===== src/rtl/ota_pkg.sv =====
package ota_pkg;

    // Per-sensor state: over-limit flag and latched event.
    typedef struct packed {
        logic flag;
        logic evt;
    } ota_sens_t;

    localparam int unsigned OTA_NSENS = 2;
    localparam int unsigned OTA_IDX_SYS = 0;
    localparam int unsigned OTA_IDX_CPU = 1;

endpackage


===== src/rtl/ota_temp_cmp.sv =====
module ota_temp_cmp #(
    parameter int unsigned TW = 8
) (
    input  logic [TW-1:0] temp,
    input  logic [TW-1:0] lim_hi,
    input  logic [TW-1:0] lim_hyst,
    output logic          above,
    output logic          below
);
    always_comb begin
        above = $signed(temp) > $signed(lim_hi);
        below = $signed(temp) < $signed(lim_hyst);
    end
endmodule


===== src/rtl/ota_sensor_track.sv =====
module ota_sensor_track
    import ota_pkg::*;
(
    input  logic clk,
    input  logic rst,
    input  logic above,
    input  logic below,
    input  logic en,
    input  logic clr,
    output logic flag,
    output logic evt
);
    ota_sens_t st_d, st_q;
    logic      chg;

    always_comb begin
        st_d = st_q;
        if (above) begin
            st_d.flag = 1'b1;
        end else if (below) begin
            st_d.flag = 1'b0;
        end
        chg = st_d.flag != st_q.flag;
        if (chg && en) begin
            st_d.evt = 1'b1;          // a new event beats a clear
        end else if (clr) begin
            st_d.evt = 1'b0;
        end
    end

    always_ff @(posedge clk) begin
        if (rst) begin
            st_q <= '0;
        end else begin
            st_q <= st_d;
        end
    end

    assign flag = st_q.flag;
    assign evt  = st_q.evt;
endmodule


===== src/rtl/ota_pin_mux.sv =====
module ota_pin_mux (
    input  logic ot_any,
    input  logic pin_sel_smi,
    input  logic smi_n,
    output logic alert_n
);
    always_comb begin
        if (pin_sel_smi) begin
            alert_n = smi_n;
        end else begin
            alert_n = ~ot_any;
        end
    end
endmodule


===== src/rtl/ota_alert_gen.sv =====
module ota_alert_gen
    import ota_pkg::*;
#(
    parameter int unsigned TW = 8
) (
    input  logic          clk,
    input  logic          rst,
    input  logic [TW-1:0] temp_sys,
    input  logic [TW-1:0] temp_cpu,
    input  logic [TW-1:0] lim_hi,
    input  logic [TW-1:0] lim_hyst,
    input  logic          mode_intr,
    input  logic          en_sys,
    input  logic          en_cpu,
    input  logic          pin_sel_smi,
    input  logic          smi_n,
    input  logic          stat_rd,
    output logic          alert_n
);
    localparam int unsigned NS = OTA_NSENS;

    logic [TW-1:0] temp_v [NS];
    logic [NS-1:0] en_v;
    logic [NS-1:0] above_v, below_v;
    logic [NS-1:0] flag_q, evt_q;
    logic          mode_d, mode_q;
    logic          clr;
    logic          ot_any;

    always_comb begin
        temp_v[OTA_IDX_SYS] = temp_sys;
        temp_v[OTA_IDX_CPU] = temp_cpu;
        en_v[OTA_IDX_SYS]   = en_sys;
        en_v[OTA_IDX_CPU]   = en_cpu;
    end

    // Stored mode, used to detect a mode change.
    always_comb begin
        mode_d = mode_intr;
        clr    = stat_rd | (mode_intr != mode_q);
    end

    always_ff @(posedge clk) begin
        if (rst) begin
            mode_q <= 1'b0;
        end else begin
            mode_q <= mode_d;
        end
    end

    for (genvar i = 0; i < NS; i++) begin : g_sens
        ota_temp_cmp #(.TW(TW)) u_cmp (
            .temp     (temp_v[i]),
            .lim_hi   (lim_hi),
            .lim_hyst (lim_hyst),
            .above    (above_v[i]),
            .below    (below_v[i])
        );
        ota_sensor_track u_trk (
            .clk   (clk),
            .rst   (rst),
            .above (above_v[i]),
            .below (below_v[i]),
            .en    (en_v[i]),
            .clr   (clr),
            .flag  (flag_q[i]),
            .evt   (evt_q[i])
        );
    end

    always_comb begin
        ot_any = |(en_v & (mode_intr ? evt_q : flag_q));
    end

    ota_pin_mux u_mux (
        .ot_any      (ot_any),
        .pin_sel_smi (pin_sel_smi),
        .smi_n       (smi_n),
        .alert_n     (alert_n)
    );
endmodule


===== config.mk =====
export PLATFORM = sky130hd
export DESIGN_NAME = ota_alert_gen
export DESIGN_NICKNAME = d
export VERILOG_FILES = /design/src/rtl/ota_pkg.sv /design/src/rtl/ota_temp_cmp.sv /design/src/rtl/ota_sensor_track.sv /design/src/rtl/ota_pin_mux.sv /design/src/rtl/ota_alert_gen.sv
export SDC_FILE = /design/constraint.sdc
export NUM_CORES = 1
export LEC_CHECK = 0
export BUFFER_PORTS_ARGS = -buffer_cell sky130_fd_sc_hd__clkbuf_2
export CAP_MARGIN = 20
export CORE_MARGIN = 2
export CORE_UTILIZATION = 25
export CTS_CLUSTER_DIAMETER = 30
export DETAILED_ROUTE_END_ITERATION = 6
export REMOVE_ABC_BUFFERS = 1
export SLEW_MARGIN = 20
export SYNTH_ARGS = -nofsm -noshare
export SYNTH_HDL_FRONTEND = slang
export SYNTH_SLANG_ARGS = --single-unit

===== constraint.sdc =====
create_clock -name clk -period 1.95 [get_ports clk]
set_input_delay 0.0975 -clock clk [delete_from_list [all_inputs] [get_ports clk]]
set_output_delay 0.0975 -clock clk [all_outputs]
set_load 0.01 [all_outputs]

==> results of run 1 <==
[worst max-delay path, cell delays in order]
cell,delay [ns]
clkbuf_2,0.08
inv_1,0.04
ha_1,0.30
inv_1,0.05
or3_1,0.36
a211oi_1,0.35
o22ai_1,0.14
nor2b_1,0.14
[power breakdown]
group	total, mW	internal, mW	switching [mW]
logic	0.227	0.112	0.116
clock network	0.197	0.141	0.0560
registers	0.118	0.113	0.00560
[cells in the final DEF, fill, tap and decap left out, types with 2 or more instances in the layout]
master,n
a211oi_1,3
a21o_1,3
a21oi_1,6
a32o_1,2
a41oi_1,2
clkbuf_2,40
clkbuf_8,3
dfxtp_1,5
ha_1,30
inv_1,24
nand2_1,8
nand2b_1,2
nand3_1,2
nand4_1,2
nor2_1,6
nor2b_1,9
nor3b_1,2
o2111ai_1,2
o21ai_0,4
o22ai_1,6
or3_1,2
or4b_1,2
[cells by family (layout without fill, tap and decap cells)]
group                      Yosys count  count (layout)
adders and majority gates           30              30
AOI/OAI and AO/OA                   30              30
xor gates and xnor gates             1               1
buffers and inverters               24              68
DFF                                  5               5
and+or+nand+nor                     36              36
[final timing paths]
| check | slack, ns | start | depth (start not counted) | endpoint |
|---|---|---|---|---|
| worst max-delay path | 0.50 | lim_hi[7] | 8 | g_sens[0].u_trk.flag$_SDFF_PP0_ |
| worst min-delay path | 0.12 | rst | 2 | g_sens[0].u_trk.flag$_SDFF_PP0_ |
| worst max register to register | 0.97 | g_sens[0].u_trk.flag$_SDFF_PP0_ | 2 | g_sens[0].u_trk.evt$_SDFFE_PP0P_ |
| worst min register to register | 0.46 | g_sens[1].u_trk.evt$_SDFFE_PP0P_ | 2 | g_sens[1].u_trk.evt$_SDFFE_PP0P_ |
[through the flow]
step                      total power, mW  worst slack [ns]  cell area, um2   util
after detailed placement            0.350             0.291            1240  0.334
after global routing                0.596             0.403            1280  0.346
after global placement              0.349             0.266            1240  0.334
final                               0.542             0.499            1280  0.346
after floorplan                     0.260             0.511             980      -
after CTS                           0.553             0.519            1280  0.346
[metal layers]
metal,vias up,GRT usage,routed length (um)
li1,544,-,-
met1,417,0.144,1140
met2,31,0.190,1010
met3,2,0.0287,156
met4,0,0.0230,8
met5,-,0,0
[registers in the layout (all words and copies together) (netlist names)]
register / flops
g_sens.u_trk.evt: 2
mode_q: 1
g_sens.u_trk.flag: 2
[layout make-up]
type,instances,share of cell area
Multi-Input combinational cell,97,0.614
Tap cell,48,0.0467
Inverter,24,0.0701
Timing Repair Buffer,40,0.156
Clock buffer,4,0.0351
Sequential cell,5,0.0779
==> flow_summary.toml, run 1 <==
[synthesis]
yosysTopAreaCell = "ha_1"
syn_area_um2 = 980
muxShareOfSynthArea = 0
async_flop_share = 0
synth_edf_count = 0
synth_top_cell_area_share = 0.383
yosys.cell_count.top_type = "ha_1"
synth_common_cells = "ha_1, inv_1, nor2b_1, nand2_1"
synthDistinctLibCells = 24
synthCells = 126
synthSimpleGateAreaFrac = 0.201
synth-seq-area-share = 0.102
ys_warn_count = 0
ys_ff_latch = 5
synth_top_family_by_area = "adder cells"
synth_ff_type = "dfxtp_1"
synthAdderAreaFrac = 0.383
syn_area_per_cell_um2 = 7.78
yosys-top-cells-area = "ha_1, dfxtp_1, inv_1"
yosys.area_share.xor_xnor = 0.00894
synth_compound_area_frac = 0.213

[route]
drc = 0
viasPerCell = 4.56
firstDrtPassIters = 4
wl_per_cell_um = 10.6
num_vias = 994
wl_um = 2320
ant_nets = 0
first_iter_violations = 22

[layout]
multi_input_area_um2 = 790
syn_to_final_growth_pct = 31.2
drive_gt1_frac = 0.259
fillers = 406
ff_latch_area_um2 = 100
final_nets = 241
antennaDiodeCount = 0
stdcell_count = 218

[floorplan]
dieArea_um2 = 4440
start_util = 0.264
core_area_um2 = 3720
fp.dieH_um = 66.6
ioPinCount = 41
rows = 22
die_w_um = 66.6

[placed_design]
portBuffers = 40
placedCellCount = 214
dp_hpwl_um = 2170
place_congestion = 0.767

[cts]
clk_latency_ns = 0.23
postCtsSetupRepairBufs = 0
clk_path_buf_depth = 2
cts_htree_levels = 1
cts_num_sinks = 5
clockRootBuffer = "clkbuf_8"
cts-resized-gates = 0
path_clk_slew_ns = 0.04
cts_hold_repair.buffers = 0
cts_tree = "yes"
numCtsBuffers = 3

[power]
cellPowerDensity_nw_per_um2 = 422
worst_ir_drop_vdd_v = 0.000426
p_leak_nw = 0.720

[setup_path]
cp_max_fo = 3
cp.arrival_ns = 1.57
crit_type = "in2reg"
cp-start-kind = "input port"
end_kind = "register"
required_ns = 2.07

[min_path]
hp-class = "in2reg"

[global_route]
track_usage = 0.113
first_global_vias = 973
grt_max_degree = 7
antenna_found_initial = 0
grt_first_pass_wirelength_um = 3850
overflow = 0

[sta]
whs_ns = 0.117
rsz0062_at_grt = "false"
period_share = 0.744
fin_setup_tns_ns = 0
period_minus_slack_ns = 1.45
hold_viol = 0
fin_worst_skew_ns = 0.00112
setup_viol = 0
max-slew-margin-rel = 0.722
drv_slew = 0
fmax_mhz = 689
worstMarginPinSlew_ns = 0.415

[outcome]
status = "completed"

[run]
cap_violations = 0
Note: power is estimated with default switching activity, not from simulation.
==> inputs of run 2 (changes only) <==
- ABC_AREA: default -> 1
- clock period: 1.95 -> 1.42 ns (I/O delays scaled with it)
==> run 2 against run 1 <==
Effect of this change: hold slack got worse by 0.035 ns; first-iteration DRC count shrank 36%; sequential share of layout area down 0.61 points; setup slack worse by 0.30 ns; synthesized cell count rose by 30%; critical path depth fell by 2.
==> flow_summary.toml, run 2 <==
[outcome]
status = "completed"

[sta]
max-slew-margin-rel = 0.899
fin_setup_tns_ns = 0
drv_slew = 0
rsz0062_at_grt = "false"
fmax_mhz = 816
period_share = 0.863
setup_viol = 0
layout_setup_ws_ns = 0.195
hold_viol = 0
period_minus_slack_ns = 1.22
fin_worst_skew_ns = 0.000803
worstMarginPinSlew_ns = 0.149

[layout]
mostFrequentLayoutCells = "nand2_1, clkbuf_2, inv_1"
ff_latch_area_um2 = 100
syn_to_final_growth_pct = 28.3
drive_gt1_frac = 0.274
antennaDiodeCount = 0
final_common_cell = "nand2_1"
fillers = 448
final_nets = 279
multi_input_area_um2 = 855

[floorplan]
dieArea_um2 = 4890
rows = 23
core_area_um2 = 4090
start_util = 0.266
die_w_um = 69.9
fp.dieH_um = 69.9
ioPinCount = 41

[cts]
cts-resized-gates = 0
clockRootBuffer = "clkbuf_8"
clk_latency_ns = 0.22
path_clk_slew_ns = 0.04
cts_htree_levels = 1
cts_hold_repair.buffers = 0
cts_num_sinks = 5
cts_tree = "yes"
clk_path_buf_depth = 2
numCtsBuffers = 3
postCtsSetupRepairBufs = 0

[setup_path]
required_ns = 1.35
worstSetupStartpoint = "g_sens[1].u_trk.flag$_SDFF_PP0_"
timing.rr.end = "g_sens[1].u_trk.evt$_SDFFE_PP0P_"
rrSetupSlack_ns = 0.57
end_kind = "primary output"
worst_r2r_path_depth = 4
cp.arrival_ns = 1.15
endpoint = "alert_n"
cp-start-kind = "register"
worstReg2RegStart = "mode_q$_SDFF_PP0_"
cp_max_fo = 3
crit_type = "reg2out"

[power]
worst_ir_drop_vdd_v = 0.000155
cellPowerDensity_nw_per_um2 = 573
p_leak_nw = 0.865

[min_path]
hp-class = "in2reg"

[synthesis]
ys_warn_count = 0
yosys-top-cells-area = "ha_1, nand2_1, inv_1"
synthCells = 164
yosysTopAreaCell = "ha_1"
ys_ff_latch = 5
synth-seq-area-share = 0.0922
synth_common_cells = "nand2_1, inv_1, ha_1, a21oi_1"
async_flop_share = 0
synthDistinctLibCells = 17
syn_area_um2 = 1090
yosys.cell_count.top_type = "nand2_1"
synth_edf_count = 0
synth_ff_type = "dfxtp_1"
synth_top_cell_area_share = 0.346
syn_area_per_cell_um2 = 6.62

[route]
met1_length_um = 1210
routed.top_layer = "met4"
wl_met3_um = 105
wl_um = 2300
firstDrtPassIters = 4
drc = 0
wl_per_cell_um = 8.91
num_vias = 1059
first_iter_violations = 14
ant_nets = 0
viasPerCell = 4.10
met2WireLength_um = 954

[global_route]
grt_max_degree = 6
first_global_vias = 1006
grt_first_pass_wirelength_um = 3950
track_usage = 0.0976
overflow = 0
antenna_found_initial = 0

[placed_design]
place_congestion = 0.748
pre_cts_ws_ns = 0.0389
portBuffers = 40
dp_hpwl_um = 2130

[run]
cap_violations = 0
==> run 2: layer usage <==
metal,GRT usage,up-vias
met5,0,-
li1,-,616
met4,0.0449,0
met3,0.00577,3
met2,0.153,28
met1,0.136,412
==> run 2: kinds of logic (layout without fill, tap and decap cells) <==
group | Yosys count | after routing | share of synthesized area
compound gates | 27 | 27 | 0.145
xor+xnor | 1 | 1 | 0.00807
fa+ha+maj | 30 | 30 | 0.346
buf+inv | 35 | 79 | 0.121
flops | 5 | 5 | 0.0922
simple gates | 66 | 66 | 0.288
==> run 2: worst min path at each step <==
stage / cells past startpoint / end / slack (ns) / startpoint
final: 2 / g_sens[0].u_trk.evt$_SDFFE_PP0P_ / 0.08 / rst
after global routing: 2 / mode_q$_SDFF_PP0_ / 0.1 / rst
after CTS: 2 / g_sens[1].u_trk.evt$_SDFFE_PP0P_ / 0.07 / rst
after detailed placement: 2 / g_sens[1].u_trk.evt$_SDFFE_PP0P_ / 0.31 / rst
after global placement: 2 / g_sens[1].u_trk.evt$_SDFFE_PP0P_ / 0.32 / rst
after floorplan: 1 / g_sens[0].u_trk.evt$_SDFFE_PP0P_ / 0.14 / rst
==> run 2: final cells by class <==
| type | instances | area share |
|---|---|---|
| multi-input cells | 124 | 0.613 |
| well taps | 50 | 0.0449 |
| repair buffers | 40 | 0.144 |
| inverters | 35 | 0.0943 |
| flip-flops and latches | 5 | 0.0718 |
| clock buffers | 4 | 0.0323 |
==> run 2: metrics by stage <==
step	hold WS [ns]	instance area (um2)	util	total power [mW]	instances
after floorplan	0.140	1090	-	0.418	164
after global placement	0.318	1350	0.330	0.534	254
after detailed placement	0.310	1350	0.330	0.538	254
after CTS	0.0739	1390	0.341	0.814	258
after global routing	0.0996	1390	0.341	0.885	258
final	0.0820	1390	0.341	0.799	258
==> run 2: critical path: stages, from the launching register on <==
cell and delay [ns]:
dfxtp_1 0.35, inv_1 0.08, a21oi_1 0.14, o21ai_0 0.09, nand2_1 0.07, o21ai_0 0.07, clkbuf_2 0.13
==> run 2: report_power, final <==
| part | internal (mW) | switching (mW) |
|---|---|---|
| Clock | 0.193 | 0.0727 |
| Sequential | 0.155 | 0.00886 |
| Combinational | 0.166 | 0.203 |
==> inputs of run 3 (changes only) <==
- SYNTH_HIERARCHICAL: default -> 1
==> run 3 against run 2 <==
Effect of this change: via count up 14%; global-route usage up 0.88 points; synthesized cell count up 20%; critical endpoint is now g_sens[0].u_trk/evt$_SDFFE_PP0P_; fmax down 3.9%; combinational power up 7.9%; hold slack better by 0.0089 ns; critical path depth up 7; count of clock-buffer cells in the layout unchanged; sequential share of layout area down 0.44 points.
==> flow_summary.toml, run 3 <==
[outcome]
status = "completed"

[setup_path]
required_ns = 1.53
path_buf_inv = 3
cp-start-kind = "input port"
timing.rr.end = "g_sens[1].u_trk/evt$_SDFFE_PP0P_"
path_cells = "clkbuf_2 > inv_1 > ha_1 > a21oi_1 > nor2_1 > nor2_1 > a21oi_1 > nor2_1 > inv_1 > nand2_1 > nand2_1 > nand2_1 > a21oi_2"
worstReg2RegStart = "mode_q$_SDFF_PP0_"
rrSetupSlack_ns = 0.60
end_kind = "register"
worst_r2r_path_depth = 6
cp.arrival_ns = 1.39
critPathTopFamily = "simple AND/OR/NAND/NOR gates"
cp_max_fo = 2
cpPeakStageDelay_ns = 0.30
crit_type = "in2reg"
worst_path_max_delay_cell = "ha_1"

[placed_design]
place_congestion = 0.775
portBuffers = 40
dp_hpwl_um = 2350
placedCellCount = 292
pre_cts_ws_ns = -0.0760

[route]
num_vias = 1207
firstDrtPassIters = 4
drc = 0
wl_um = 2450
wl_per_cell_um = 8.28
first_iter_violations = 19
ant_nets = 0
viasPerCell = 4.08

[global_route]
antenna_found_initial = 0
track_usage = 0.106
grt_max_degree = 6
first_global_vias = 1156
overflow = 0
grt_first_pass_wirelength_um = 4530

[sta]
layout_setup_ws_ns = 0.145
whs_ns = 0.0909
hold_viol = 0
period_share = 0.898
rsz0062_at_grt = "false"
setup_viol = 0
fmax_mhz = 784
drv_slew = 0
period_minus_slack_ns = 1.28
max-slew-margin-rel = 0.844
fin_setup_tns_ns = 0
worstMarginPinSlew_ns = 0.232
fin_worst_skew_ns = 0.00164

[synthesis]
yosys-top-cells-area = "ha_1, nand2_1, inv_1"
syn_area_um2 = 1140
ys_ff_latch = 5
syn_area_per_cell_um2 = 5.82
synth-seq-area-share = 0.0877
async_flop_share = 0
synth_common_cells = "nand2_1, inv_1, ha_1, nor2_1, a21oi_1"
synthDistinctLibCells = 15
synth_ff_type = "dfxtp_1"
yosysTopAreaCell = "ha_1"
synthCells = 196
synth_edf_count = 0
synth_top_cell_area_share = 0.329
ys_warn_count = 6
yosys.cell_count.top_type = "nand2_1"

[cts]
clk_latency_ns = 0.22
clockRootBuffer = "clkbuf_8"
numCtsBuffers = 3
path_clk_slew_ns = 0.04
cts-resized-gates = 0
cts_hold_repair.buffers = 0
clk_path_buf_depth = 2
cts_tree = "yes"
cts_htree_levels = 1
postCtsSetupRepairBufs = 0
cts_num_sinks = 5

[power]
p_leak_nw = 1.01
worst_ir_drop_vdd_v = 0.000254
cellPowerDensity_nw_per_um2 = 564

[min_path]
hold_end = "g_sens[0].u_trk/evt$_SDFFE_PP0P_"
hp-class = "in2reg"
hold_depth = 2
hold_start = "rst"

[layout]
antennaDiodeCount = 0
syn_to_final_growth_pct = 30.0
drive_gt1_frac = 0.225
mostFrequentLayoutCells = "nand2_1, inv_1, clkbuf_2"
final_common_cell = "nand2_1"
stdcell_count = 296
final_nets = 315

[floorplan]
core_area_um2 = 4380
fp.dieH_um = 71.6
dieArea_um2 = 5120
start_util = 0.260
rows = 24
ioPinCount = 41
die_w_um = 71.6

[run]
cap_violations = 0
[run 3: cell count changes after synthesis, sizes merged, moves of 4 or more]
cell / previous run / this run
nor2: 8 / 19
o21a: 4 / 0
nand2: 48 / 60
inv: 35 / 55
a21oi: 18 / 12
[run 3: area by class of cell]
cell class / count / area [um2]
multi-input combinational: 136 / 837
clock buffer: 4 / 45.0
inverter: 55 / 206
sequential: 5 / 100
tap: 52 / 65.1
timing repair buffer: 44 / 230
fill: 500 / 2900
[run 3: per-layer routing]
| layer | vias to the layer above | global-route usage | share of wire |
|---|---|---|---|
| li1 | 690 | - | - |
| met1 | 495 | 0.140 | 0.49 |
| met2 | 20 | 0.185 | 0.47 |
| met3 | 2 | 0.0127 | 0.030 |
| met4 | 0 | 0.0252 | 0.0090 |
| met5 | - | 0 | 0 |
[run 3: how the worst max path moves through the flow]
| stage | start | end | slack, ns | depth (start not counted) |
|---|---|---|---|---|
| finish | lim_hi[5] | g_sens[0].u_trk/evt$_SDFFE_PP0P_ | 0.14 | 13 |
| global route | lim_hi[7] | g_sens[1].u_trk/evt$_SDFFE_PP0P_ | 0.003 | 12 |
| CTS | lim_hi[5] | g_sens[0].u_trk/evt$_SDFFE_PP0P_ | 0.15 | 13 |
| detailed placement | lim_hi[5] | g_sens[0].u_trk/evt$_SDFFE_PP0P_ | -0.08 | 13 |
| global placement | lim_hi[7] | g_sens[1].u_trk/evt$_SDFFE_PP0P_ | -0.05 | 12 |
| floorplan | lim_hi[7] | g_sens[0].u_trk/evt$_SDFFE_PP0P_ | 0.14 | 11 |
[run 3: cells by family after synthesis]
logic type      after synthesis  share of synthesized area
compound gates               15                     0.0790
fa+ha+maj                    30                      0.329
buf+inv                      55                      0.181
flops                         5                     0.0877
simple gates                 91                      0.323
[run 3: power breakdown]
group / internal [mW] / switching (mW)
logic: 0.185 / 0.213
clock network: 0.193 / 0.0753
registers: 0.159 / 0.0107
total: 0.537 / 0.299
[run 3: per-stage QoR]
stage | area [um2] | util | power [mW]
after floorplan | 1140 | - | 0.431
after global placement | 1440 | 0.328 | 0.568
after detailed placement | 1440 | 0.328 | 0.574
after CTS | 1480 | 0.338 | 0.849
after global routing | 1480 | 0.338 | 0.932
final | 1480 | 0.338 | 0.836
